$ cat src/rtl/pp_wctl.sv
module pp_wctl #(
  parameter int AW    = 16,
  parameter int LANES = 4
) (
  input  logic                         clk,
  input  logic                         rst_n,
  input  logic                         m_req,
  input  logic                         m_we,
  input  logic [AW-1:0]                m_addr,
  input  logic [LANES-1:0]             m_be,
  input  logic [8*LANES-1:0]           m_wdata,
  output logic                         m_ack,
  output logic                         m_err,
  output logic [8*LANES-1:0]           m_rdata,
  output logic                         m_perr,
  output logic                         mem_req,
  output logic                         mem_we,
  output logic [AW-$clog2(LANES)-1:0]  mem_addr,
  output logic [8*LANES-1:0]           mem_wdata,
  output logic [LANES-1:0]             mem_wpar,
  output logic [LANES-1:0]             mem_dmask,
  input  logic                         mem_gnt,
  input  logic                         mem_rvalid,
  input  logic [8*LANES-1:0]           mem_rdata,
  input  logic [LANES-1:0]             mem_rpar
);
  localparam int OB = $clog2(LANES);
  localparam int WA = AW - OB;
  localparam int DW = 8 * LANES;

  typedef enum logic [2:0] {S_IDLE, S_WR, S_PRD, S_PWT, S_RD, S_RWT} st_t;

  st_t              st;
  logic [WA-1:0]    b_addr;
  logic [DW-1:0]    b_data;
  logic [LANES-1:0] b_lane;
  logic [LANES-1:0] b_par;

  function automatic logic [LANES-1:0] odd_par(input logic [DW-1:0] d);
    logic [LANES-1:0] p;
    for (int i = 0; i < LANES; i++) p[i] = ~^d[8*i +: 8];
    return p;
  endfunction

  logic [2*LANES-1:0] shl;
  logic [LANES-1:0]   lanes;
  logic               bad, idle, wr_take, rd_take, rd_done;

  assign shl     = {{LANES{1'b0}}, m_be} << m_addr[OB-1:0];
  assign lanes   = shl[LANES-1:0];
  assign bad     = (|shl[2*LANES-1:LANES]) || (m_be == '0);
  assign idle    = (st == S_IDLE);
  assign wr_take = idle && m_req && m_we && !bad;
  assign rd_take = idle && m_req && !m_we;
  assign rd_done = (st == S_RWT) && mem_rvalid;

  assign m_err   = idle && m_req && m_we && bad;
  assign m_ack   = wr_take || rd_done;
  assign m_rdata = mem_rdata;
  assign m_perr  = rd_done && (|(mem_rpar ^ odd_par(mem_rdata)));

  assign mem_req   = (st == S_WR) || (st == S_PRD) || (st == S_RD);
  assign mem_we    = (st == S_WR);
  assign mem_addr  = b_addr;
  assign mem_wdata = b_data;
  assign mem_wpar  = b_par;
  assign mem_dmask = b_lane;

  always_ff @(posedge clk or negedge rst_n) begin
    if (!rst_n) begin
      st     <= S_IDLE;
      b_addr <= '0;
      b_data <= '0;
      b_lane <= '0;
      b_par  <= '0;
    end else begin
      unique case (st)
        S_IDLE: begin
          if (wr_take) begin
            b_addr <= m_addr[AW-1:OB];
            b_data <= m_wdata;
            b_lane <= lanes;
            b_par  <= odd_par(m_wdata);
            st     <= (&lanes) ? S_WR : S_PRD;
          end else if (rd_take) begin
            b_addr <= m_addr[AW-1:OB];
            st     <= S_RD;
          end
        end
        S_WR:  if (mem_gnt) st <= S_IDLE;
        S_PRD: if (mem_gnt) st <= S_PWT;
        S_PWT: if (mem_rvalid) begin
          b_par <= (b_par & b_lane) | (mem_rpar & ~b_lane);
          st    <= S_WR;
        end
        S_RD:  if (mem_gnt) st <= S_RWT;
        S_RWT: if (mem_rvalid) st <= S_IDLE;
        default: st <= S_IDLE;
      endcase
    end
  end
endmodule

$ cat config.mk
export PLATFORM = sky130hd
export DESIGN_NAME = pp_wctl
export DESIGN_NICKNAME = d
export VERILOG_FILES = /design/src/rtl/pp_wctl.sv
export SDC_FILE = /design/constraint.sdc
export NUM_CORES = 1
export LEC_CHECK = 0
export ABC_CLOCK_PERIOD_IN_PS = 1800
export BUFFER_PORTS_ARGS = -buffer_cell sky130_fd_sc_hd__buf_2
export CORE_ASPECT_RATIO = 1.5
export CORE_MARGIN = 3
export CORE_UTILIZATION = 30
export DETAILED_ROUTE_END_ITERATION = 10
export HOLD_SLACK_MARGIN = 0.03
export SLEW_MARGIN = 10
export SYNTH_ARGS = -nofsm -noshare
export SYNTH_HDL_FRONTEND = slang
export SYNTH_SLANG_ARGS = --single-unit
$ cat constraint.sdc
create_clock -name clk -period 1.8 [get_ports clk]
set_input_delay 0.18 -clock clk [delete_from_list [all_inputs] [get_ports clk]]
set_output_delay 0.18 -clock clk [all_outputs]
set_load 0.005 [all_outputs]
==> run metrics <==
outcome finished clean; Setup Viol. Count Final 0; Vias/cell 4.44; core region area 10600 sq um; Hold Crit Endpoint mem_wdata[5]; Ys Warns 0; Pre-antenna DRT Iters 4; Max Fanout on Critical Path 7; clock tree buffer depth 2; Worst Clk Skew 0.00591 ns; leading area contributor after synthesis dfrtp_1; crit end category output pin; CP Class register to output pin; sequential cell area 1430 sq um; max-cap violation count 0; Hold/Removal Path Class primary input to register; DRT iter0 DRCs 88; Post-Syn Nets 443; DRC Markers 0; share of post-route cells with drive strength above 1 0.424; Synth async-reset ratio 1.00; Post-Place Cells 642; die area 12300 sq um; final setup margin 0.136 ns; fill count 1062; routed length per instance 13.5 um; overall routing resource usage 0.147; Yosys top cell area share 0.434; DPL Wire Length 7210 um; CP required 1.62 ns; nets 605; Least-Margin Pin Slew 0.549 ns; Vias 2930; total gr overflow 0; pwr/cell area 1430 nW/um^2; Critical R2R Capture mem_addr[2]; ant diodes 0; Post-synth EDFFs 0; Post-DP Area 4140 sq um; Slew HR 0.634; worst hold start m_wdata[5]; area of the mapped netlist 3280 sq um; depth of the most critical reg-to-reg path 4; first-pass GRT wire length 14300 um; Pleak 2.31 nW; post-synth cell types 37; ys flop type dfrtp_1; area grow syn2layout 37.0%; initial antenna violation count 0; reg2reg setup slack 0.17 ns; Synth area leaders dfrtp_1, xnor2_1, nand2_1; drt total wl 8880 um; clock root buffer clkbuf_16; Avg Inst Size Synth 9.41 sq um; sequential element share of the synthesized area 0.434; Pins Over Slew Limit 0; fin cells 660; # rows 46; CTS tree yes; multi-input logic area 1530 sq um; f_max 601 MHz; pin count of the biggest net entering global routing 25; vias in the first global route 2955; Arr. time, crit path 1.48 ns; Synth top cells by count nand2_1, xnor2_1, dfrtp_1, buf_4, mux2_1; ANT nets after route 0; Worst-path clk slew 0.05 ns; TritonCTS buffer count 9; top-count cell post-synth nand2_1; r2r startpoint st[1]; chip height 134 um; post-route minimum period 1.66 ns; H-tree lvl count 3; RSZ-0062 raised after global routing no; setup TNS 0 ns; Period Utilization, post-route 0.924; final instance area 4500 sq um; post-synthesis cell count 349; Die X 91.4 um; top-level I/O count 185; Setup crit start kind register; Core Util, Final 0.422; RePlAce Congestion 0.822; worst hold stages 3; VDD IR max 0.660 mV; Final Hold Violating Endpoints 0; Starting Density 0.308; Sink Count 57; count of input and output buffers 184; Seq cells post-synth 57; clk_lat worst skew 0.32 ns; dpl ws 0.120 ns
## state kept, by name, indices dropped and copies added (netlist names), named ones only
| signal | cells |
|---|---|
| mem_wdata | 32 |
| mem_dmask | 4 |
| st | 3 |
| mem_addr | 14 |
## worst max-delay path: stages (launching register included)
cell and delay, ns:
dfrtp_1 0.46, nor3_4 0.24, nand4_2 0.20, nand2_2 0.14, buf_2 0.12
## repair_timing
action,4_1_cts,5_1_grt
setup endpoints to repair,1,1
hold endpoints to repair,21,0
gates resized for setup,1,1
pin swaps,1,0
setup buffers,1,0
hold buffers,1,0
## layer usage
metal  routed length (um)  vias to the layer above  track usage
li1                     -                     1426            -
met1                 3140                     1343        0.155
met2                 4810                      139        0.273
met3                  611                       22       0.0264
met4                  313                        0       0.0755
met5                    0                        -            0
## layout by cell type (no fill, tap or decap), drive strengths merged, types with 3 or more instances in the layout
cell type / n
nor3b: 5
nand2: 107
xnor2: 59
buf: 194
a21oi: 9
nor3: 6
o21ai: 11
nor2: 8
dfrtp: 57
clkbuf: 11
mux2: 16
nand3: 3
## logic make-up (layout without fill, tap and decap cells)
| family | count (synthesis) | count (layout) | share of synthesized area |
|---|---|---|---|
| AOI/OAI and AO/OA | 32 | 32 | 0.0671 |
| and+or+nand+nor | 136 | 136 | 0.177 |
| muxes | 17 | 17 | 0.0579 |
| DFF | 57 | 57 | 0.434 |
| buffers and inverters | 46 | 213 | 0.101 |
| xor gates and xnor gates | 61 | 61 | 0.163 |
## metrics by stage
step | power (mW) | hold slack (ns)
2_1_floorplan | 3.48 | -0.116
3_3_place_gp | 4.55 | 0.187
3_5_place_dp | 4.60 | 0.195
4_1_cts | 6.53 | 0.0657
5_1_grt | 6.92 | 0.0631
6_report | 6.42 | 0.0756
## power by group
group	leakage [nW]	total [mW]	switching, mW	internal [mW]
clock	0.162	1.84	0.560	1.28
combinational	1.45	2.28	1.11	1.17
sequential	0.701	2.30	0.386	1.91
total	2.31	6.42	2.06	4.36
## worst max-delay path by stage
stage / startpoint / slack (ns) / cells after the start / endpoint
2_1_floorplan: st[0] / 0.08 / 5 / mem_addr[0]
3_3_place_gp: m_be[1] / 0.14 / 7 / mem_wdata[15]
3_5_place_dp: m_be[1] / 0.12 / 7 / mem_wdata[15]
4_1_cts: st[1] / 0.07 / 4 / m_ack
5_1_grt: st[1] / 0.02 / 4 / m_ack
6_report: st[1] / 0.14 / 4 / m_ack
## layout make-up
cell class              count  area share
clock buffers              11      0.0562
clock inverters             5      0.0173
inverters                   2     0.00167
multi-input cells         246       0.341
flip-flops and latches     57       0.317
well taps                 144      0.0401
repair buffers            195       0.226
Power figures use the tool's default switching activity.
